`src/rtl/exc_ctl_pkg.sv`:
```
package exc_ctl_pkg;
    localparam int NSTG    = 4;
    localparam int STG_IF  = 0;
    localparam int STG_ID  = 1;
    localparam int STG_EX  = 2;
    localparam int STG_MEM = 3;
    localparam int CW      = 5;

    localparam logic [CW-1:0] CODE_INT   = 5'd0;
    localparam logic [CW-1:0] CODE_IPF   = 5'd4;
    localparam logic [CW-1:0] CODE_DPF   = 5'd5;
    localparam logic [CW-1:0] CODE_UNDEF = 5'd10;
    localparam logic [CW-1:0] CODE_OVF   = 5'd12;

    function automatic logic [CW-1:0] stage_code(input int stg);
        case (stg)
            STG_MEM: stage_code = CODE_DPF;
            STG_EX:  stage_code = CODE_OVF;
            STG_ID:  stage_code = CODE_UNDEF;
            default: stage_code = CODE_IPF;
        endcase
    endfunction
endpackage

```
`src/rtl/exc_prio.sv`:
```
module exc_prio #(
    parameter int N = 4
) (
    input  logic         clk,
    input  logic         rst_n,
    input  logic [N-1:0] req,
    output logic [N-1:0] grant,
    output logic         any
);
    // higher index = later stage = older instruction
    for (genvar i = 0; i < N; i++) begin : g_rank
        if (i == N-1) begin : g_top
            assign grant[i] = req[i];
        end else begin : g_low
            assign grant[i] = req[i] & ~(|req[N-1:i+1]);
        end
    end
    assign any = |req;


    grant_onehot_chk: assert property (@(posedge clk) disable iff (!rst_n)
        $onehot0(grant));

    oldest_wins_chk: assert property (@(posedge clk) disable iff (!rst_n)
        req[N-1] |-> (grant == (N'(1) << (N-1))));
endmodule

```
`src/rtl/exc_flush.sv`:
```
module exc_flush #(
    parameter int N = 4
) (
    input  logic         clk,
    input  logic         rst_n,
    input  logic [N-1:0] grant,
    output logic [N-1:0] flush
);
    // a stage is squashed when it or any older stage was granted
    for (genvar i = 0; i < N; i++) begin : g_mask
        assign flush[i] = |grant[N-1:i];
    end

    for (genvar i = 0; i < N-1; i++) begin : g_chk

        younger_flushed_chk: assert property (@(posedge clk) disable iff (!rst_n)
            flush[i+1] |-> flush[i]);
    end
endmodule

```
`src/rtl/exc_regs.sv`:
```
module exc_regs #(
    parameter int XLEN = 32,
    parameter int CW   = 5
) (
    input  logic            clk,
    input  logic            rst_n,
    input  logic            we,
    input  logic [CW-1:0]   cause_in,
    input  logic [XLEN-1:0] pc_in,
    output logic [CW-1:0]   cause_q,
    output logic [XLEN-1:0] epc_q
);
    typedef struct packed {
        logic [CW-1:0]   cause;
        logic [XLEN-1:0] epc;
    } st_t;

    st_t st_d, st_q;

    always_comb begin
        st_d = st_q;
        if (we) begin
            st_d.cause = cause_in;
            st_d.epc   = pc_in;
        end
    end

    always_ff @(posedge clk) begin
        if (!rst_n) st_q <= '0;
        else        st_q <= st_d;
    end

    assign cause_q = st_q.cause;
    assign epc_q   = st_q.epc;


    epc_load_chk: assert property (@(posedge clk) disable iff (!rst_n)
        we |=> (epc_q == $past(pc_in) && cause_q == $past(cause_in)));

    reg_hold_chk: assert property (@(posedge clk) disable iff (!rst_n)
        !we |=> ($stable(cause_q) && $stable(epc_q)));
endmodule

```
`src/rtl/exc_ctl.sv`:
```
module exc_ctl
    import exc_ctl_pkg::*;
#(
    parameter int          XLEN       = 32,
    parameter logic [31:0] HANDLER_PC = 32'h0000_1000
) (
    input  logic            clk,
    input  logic            rst_n,
    input  logic            if_pf,
    input  logic            id_undef,
    input  logic            ex_ovf,
    input  logic            mem_pf,
    input  logic            irq,
    input  logic [XLEN-1:0] if_pc,
    input  logic [XLEN-1:0] id_pc,
    input  logic [XLEN-1:0] ex_pc,
    input  logic [XLEN-1:0] mem_pc,
    output logic            cause_we,
    output logic            epc_we,
    output logic [CW-1:0]   cause_q,
    output logic [XLEN-1:0] epc_q,
    output logic            flush_if,
    output logic            flush_id,
    output logic            flush_ex,
    output logic            flush_mem,
    output logic            pc_sel_handler,
    output logic [XLEN-1:0] handler_pc
);
    logic [NSTG-1:0] req, grant, fmask;
    logic            any_sync, int_take, taken;
    logic [XLEN-1:0] stg_pc [NSTG];
    logic [XLEN-1:0] sync_pc, sel_pc;
    logic [CW-1:0]   sync_code, sel_code;

    assign req[STG_IF]  = if_pf;
    assign req[STG_ID]  = id_undef;
    assign req[STG_EX]  = ex_ovf;
    assign req[STG_MEM] = mem_pf;

    assign stg_pc[STG_IF]  = if_pc;
    assign stg_pc[STG_ID]  = id_pc;
    assign stg_pc[STG_EX]  = ex_pc;
    assign stg_pc[STG_MEM] = mem_pc;

    exc_prio #(.N(NSTG)) u_prio (
        .clk(clk), .rst_n(rst_n), .req(req), .grant(grant), .any(any_sync)
    );

    exc_flush #(.N(NSTG)) u_flush (
        .clk(clk), .rst_n(rst_n), .grant(grant), .flush(fmask)
    );

    always_comb begin
        sync_pc   = '0;
        sync_code = '0;
        for (int i = 0; i < NSTG; i++) begin
            if (grant[i]) begin
                sync_pc   = sync_pc | stg_pc[i];
                sync_code = sync_code | stage_code(i);
            end
        end
    end

    assign int_take = irq & ~any_sync;
    assign taken    = any_sync | int_take;
    assign sel_pc   = any_sync ? sync_pc   : if_pc;
    assign sel_code = any_sync ? sync_code : CODE_INT;

    exc_regs #(.XLEN(XLEN), .CW(CW)) u_regs (
        .clk(clk), .rst_n(rst_n), .we(taken),
        .cause_in(sel_code), .pc_in(sel_pc),
        .cause_q(cause_q), .epc_q(epc_q)
    );

    assign cause_we       = taken;
    assign epc_we         = taken;
    assign flush_if       = fmask[STG_IF] | int_take;
    assign flush_id       = fmask[STG_ID];
    assign flush_ex       = fmask[STG_EX];
    assign flush_mem      = fmask[STG_MEM];
    assign pc_sel_handler = taken;
    assign handler_pc     = XLEN'(HANDLER_PC);


    irq_only_fetch_chk: assert property (@(posedge clk) disable iff (!rst_n)
        (irq && !(if_pf || id_undef || ex_ovf || mem_pf)) |-> (flush_if && !flush_id));

    redirect_flush_chk: assert property (@(posedge clk) disable iff (!rst_n)
        pc_sel_handler |-> (flush_if && cause_we));

    quiet_chk: assert property (@(posedge clk) disable iff (!rst_n)
        !pc_sel_handler |-> !(flush_if || flush_id || flush_ex || flush_mem));
endmodule

```
`config.mk`:
```
export PLATFORM = sky130hd
export DESIGN_NAME = exc_ctl
export DESIGN_NICKNAME = d
export VERILOG_FILES = /design/src/rtl/exc_ctl_pkg.sv /design/src/rtl/exc_prio.sv /design/src/rtl/exc_flush.sv /design/src/rtl/exc_regs.sv /design/src/rtl/exc_ctl.sv
export SDC_FILE = /design/constraint.sdc
export NUM_CORES = 1
export LEC_CHECK = 0
export BUFFER_PORTS_ARGS = -buffer_cell sky130_fd_sc_hd__buf_2
export CORE_UTILIZATION = 30
export DETAILED_ROUTE_END_ITERATION = 10
export HOLD_SLACK_MARGIN = 0.08
export PLACE_DENSITY = 0.68
export SYNTH_ARGS = -nofsm -noshare
export SYNTH_HDL_FRONTEND = slang
export SYNTH_HIERARCHICAL = 1
export SYNTH_SLANG_ARGS = --single-unit
```
`constraint.sdc`:
```
create_clock -name clk -period 1.8 [get_ports clk]
set_input_delay 0.18 -clock clk [delete_from_list [all_inputs] [get_ports clk]]
set_output_delay 0.18 -clock clk [all_outputs]
set_load 0.05 [all_outputs]
```
# Word-level counts from Yosys, hierarchy flattened
# Index checks and enable logic that the tools add are counted.
[classes] n_mux=13 n_bitwise=16 n_reduce_logical=6
[ops] cell="$mux W32" count=5
[ops] cell="$or A32 B32 Y32" count=3
[ops] cell="$mux W5" count=7
[ops] cell="$or A5 B5 Y5" count=2
[ops] cell="$reduce_or A4 Y1" count=2
[ops] cell="$reduce_or A3 Y1" count=2
[ops] cell="$or A3 B5 Y5" count=1
[ops] cell="$and A1 B1 Y1" count=4
[ops] cell="$not A1 Y1" count=4
[ops] cell="$reduce_or A2 Y1" count=2
[ops] cell="$mux W3" count=1
[ops] cell="$or A1 B1 Y1" count=2
[totals] ff_bits=37 out_inout_bits=76

# Longest topological paths before layout
[depth] depth_word=11 depth_mapped=7 ltp_nobuf=5

# Cells and area by module
# Netlist, hierarchy kept.
[modules_own_cells] mod="exc_regs" n_inst=1 cells_per_inst=118 area_each_um2=1425.1 seq_area_each_um2=740.7
[modules_own_cells] mod="exc_ctl" n_inst=1 cells_per_inst=161 area_each_um2=1097.3 seq_area_each_um2=0.0
[modules_own_cells] mod="exc_prio" n_inst=1 cells_per_inst=5 area_each_um2=37.5 seq_area_each_um2=0.0
[modules_own_cells] mod="exc_flush" n_inst=1 cells_per_inst=4 area_each_um2=27.5 seq_area_each_um2=0.0

# Least setup slack after synthesis
# No wires, ideal clock.
[synth_timing] path_kind="input to register" startpoint="in ex_ovf" endpoint="reg u_regs.st_q (netlist bit u_regs/cause_q[0])" setup_time_ns=0.117 arrival_time_ns=1.761 t_required_ns=1.683 setup_slack_ns=-0.079 stages=6 cell_sequence="or4_1 > or2_2 > buf_6 > buf_12 > mux2i_1 > nor2b_1"
[synth_between] elab_cells_between_ends=14 classes_between="4 x mux; 8 x bitwise; 2 x reduce/logical"
[synth_lines] item="start, declared" line_no="exc_ctl.sv:11" rtl="input logic ex_ovf,"
[synth_lines] item="$reduce_or A4 Y1 (*)" line_no="exc_prio.sv:18" rtl="assign any = |req;"
[synth_lines] item="$not A1 Y1" line_no="exc_ctl.sv:64" rtl="assign int_take = irq & ~any_sync;"
[synth_lines] item="$and A1 B1 Y1" line_no="exc_ctl.sv:64"
[synth_lines] item="$or A1 B1 Y1 (*)" line_no="exc_ctl.sv:65" rtl="assign taken = any_sync | int_take;"
[synth_lines] item="net cause_we" line_no="exc_ctl.sv:18" rtl="output logic cause_we,"
[synth_lines] item="end signal, assigned" line_no="exc_regs.sv:30" rtl="else st_q <= st_d;"
[synth_lines] item="end, declared" line_no="exc_regs.sv:18" rtl="st_t st_d, st_q;"
# The timed path passes the listed nets; every way through them passes the cells marked *.
# A chain may end at the register's enable or synchronous reset.

# Worst setup path after layout
[layout_timing] startpoint="in ex_ovf" endpoint="out pc_sel_handler"
[layout_between] elab_chain_len=4
[layout_rtl] item="$reduce_or A4 Y1 (*)" line_no="exc_prio.sv:18"
[layout_rtl] item="net any_sync" line_no="exc_ctl.sv:30" rtl="logic any_sync, int_take, taken;"
[layout_rtl] item="$not A1 Y1" line_no="exc_ctl.sv:64"
[layout_rtl] item="$and A1 B1 Y1" line_no="exc_ctl.sv:64"
[layout_rtl] item="$or A1 B1 Y1 (*)" line_no="exc_ctl.sv:65"
[layout_rtl] item="end, declared" line_no="exc_ctl.sv:26" rtl="output logic pc_sel_handler,"
# Marked as above.

==> metrics.md <==
| Metric | Value |
|---|---|
| Share of cells above drive strength 1 | 44.4% |
| Final setup viols | 0 |
| Core Rows | 33 |
| Final core utilization | 42.6% |
| Simple-gate area share of the yosys netlist | 12.5% |
| DR iter-0 viols | 217 |
| Pwr/cell area | 737 mW/mm2 |
| Netlist cell types | 24 |
| Clock Latency Late Sink | 290 ps |
| Clock sinks | 37 |
| TritonCTS Buffers | 5 |
| I/O pin count | 211 |
| Clock Tree Buf Depth | 2 |
| ANT cells | 0 |
| Mapped Cells | 288 |
| CTS tree | yes |
| Post-DRT Antenna Nets | 0 |
| DP Cell Count | 552 |
| VDD IR max | 0.288 mV |
| Core ar. | 0.00830 mm2 |
| Final Skew | 0 ps |
| Fin Setup TNS | 0 ps |
| Seq cells post-synth | 37 |
| Commonest cells after routing, fill and taps aside | 178 x buf_2, 37 x mux2i_1, 37 x nor2b_1, 37 x dfxtp_1, 33 x conb_1 |
| Largest family of logic cells by synthesized area | buffers and inverters |
| Fmax | 615 MHz |
| Finished Layout Cells | 560 |
| PortBufs | 178 |
| Gpl congestion | 0.740 |
| Final WL | 7770 um |
| Hold_buf cts | 0 |
| Syn. warnings | 6 |
| Worst hold path type | input pin to flop |
| RSZ-0062 raised after global routing | no |
| Overflow after GRT | 0 |
| XOR/XNOR Fraction of Synth Area | 0% |
| Crit path capture type | output pin |
| Power Internal | 1.64 mW |
| Die W | 94.9 um |
| Static leakage | 2.09 nW |
| Worst-path clk slew | 80 ps |
| Hpwl dp | 5960 um |
| Critical path launch point type | input pin |
| Worst endpoint required time | 1620 ps |
| Area of the multi-input gates | 0.00136 mm2 |
| Status | finished, final reports clean |
| Root buf cell | clkbuf_8 |
| FFs w/ async S/R, synth | 0% |
| Area growth from synthesis to layout | 36.6% |
| Reg power frac | 35.0% |
| Leading cell type in the layout, fill and taps excluded | buf_2 |
| Number of flops mapped to enable cells by yosys | 0 |
| Slew margin rel. | 66.4% |
| Worst Hold Slack | 324 ps |
| Final number of max-transition violations | 0 |
| Register area | 741 um2 |
| Max-cap violations | 0 |
| Post-CTS setup buffers | 0 |
| DRT Pass-1 Iters | 6 |
| Final Critical Period | 1630 ps |
| Crit-path max FO | 5 |
| Comb pwr share | 36.1% |
| CP Class | input pin to output pin |
| NetSw | 0.963 mW |
| Vias in the first global route | 2468 |
| Initial antenna violation count | 1 |
| Worst path arrival time | 1450 ps |
| Largest net degree at the start of global routing | 38 |
| Worst-Margin Slew | 505 ps |
| Via Count | 2733 |
| Final critical-path share of the clock period | 90.4% |
| Post-Syn Area | 0.00259 mm2 |
| Syn avg cell area | 8.98 um2 |
| Post-synthesis mux area share | 14.3% |
| Die H | 94.9 um |
| Clock share of power | 29.0% |
| Worst reg-to-reg path cell count | 2 |
| H-tree depth | 2 |
| # DRC | 0 |
| Die ar. | 0.00900 mm2 |
| Sequential area share after synthesis | 28.6% |
| Fin nets | 589 |
| Synth Area in Adders | 0% |
| Hold Path Stages | 5 |
| Total Power | 2.61 mW |
| WL per Instance | 13.9 um |
| # fillers | 853 |
| Starting density of the core | 31.2% |
| Compound-Gate Fraction of Synth Area | 20.4% |
| Net Sw Frac | 37.0% |
| First-pass GRT wire length | 11500 um |
| Top_reg_cell synth | dfxtp_1 |
| Cts repair resizes | 0 |
| Final hold vios | 0 |
| DR vias/cell | 4.88 |
| Aggregate global-route resource usage | 16.6% |
==> stage by stage <==
stage,worst slack (ps),instance area [um2]
3_5_place_dp,49.9,3410
6_report,173,3530
5_1_grt,119,3530
4_1_cts,168,3530
2_1_floorplan,51.5,2710
3_3_place_gp,70.9,3410
==> cells by family after synthesis <==
family	after synthesis
AOI/OAI and AO/OA	65
other	2
and+or+nand+nor	52
buffers and inverters	95
DFF	37
muxes	37
==> area by class of cell <==
| type | instances | share of cell area, % |
|---|---|---|
| clock buffer | 6 | 2.34 |
| timing repair buffer | 190 | 29.9 |
| tap | 105 | 3.72 |
| inverter | 33 | 3.50 |
| clock inverter | 2 | 1.06 |
| sequential | 37 | 21.0 |
| multi-input combinational | 187 | 38.5 |
==> flip-flops by register name (all words and copies together) (netlist names) <==
| name | flops |
|---|---|
| u_regs/epc_q | 32 |
| u_regs/cause_q | 5 |
==> power groups by stage <==
stage	sequential (mW)	combinational (mW)	clock, mW
after floorplan	1.15	0.507	0
after global placement	0.928	0.927	0
after detailed placement	0.929	0.942	0
after CTS	0.911	0.943	0.790
after global routing	0.919	1.00	0.833
final	0.911	0.940	0.755
==> final timing paths <==
check | start | endpoint | slack, ps
max | ex_ovf | pc_sel_handler | 170
min reg2reg | u_regs/epc_q[12] | u_regs/epc_q[12] | 510
min | if_pc[24] | u_regs/epc_q[24] | 320
max reg2reg | u_regs/epc_q[16] | u_regs/epc_q[16] | 1190
==> critical path, cell delays in order <==
cell and delay [ps]:
buf_2 120, or4_1 590, or2_4 320, buf_2 220
==> cell usage after synthesis (2+ instances only) <==
cell type,n,area share (%)
conb_1,2,0.29
nor2_1,3,0.44
inv_1,32,4.6
buf_6,9,3.9
mux2i_1,37,14
clkbuf_1,6,0.87
o22ai_1,32,7.7
a222oi_1,32,12
dfxtp_1,37,29
buf_12,3,2.3
buf_4,36,10
buf_2,7,1.4
or4_1,2,0.58
nor2b_1,39,9.4
and2_1,2,0.48
==> routing by layer <==
layer  vias to the layer above  GRT usage (%)  share of wire (%)
li1                       1309              -                  -
met1                      1263           18.6                 40
met2                       149           30.0                 51
met3                        10           4.51                7.3
met4                         2           5.56                1.1
met5                         -              0               0.17
(Power assumes the default switching activity.)
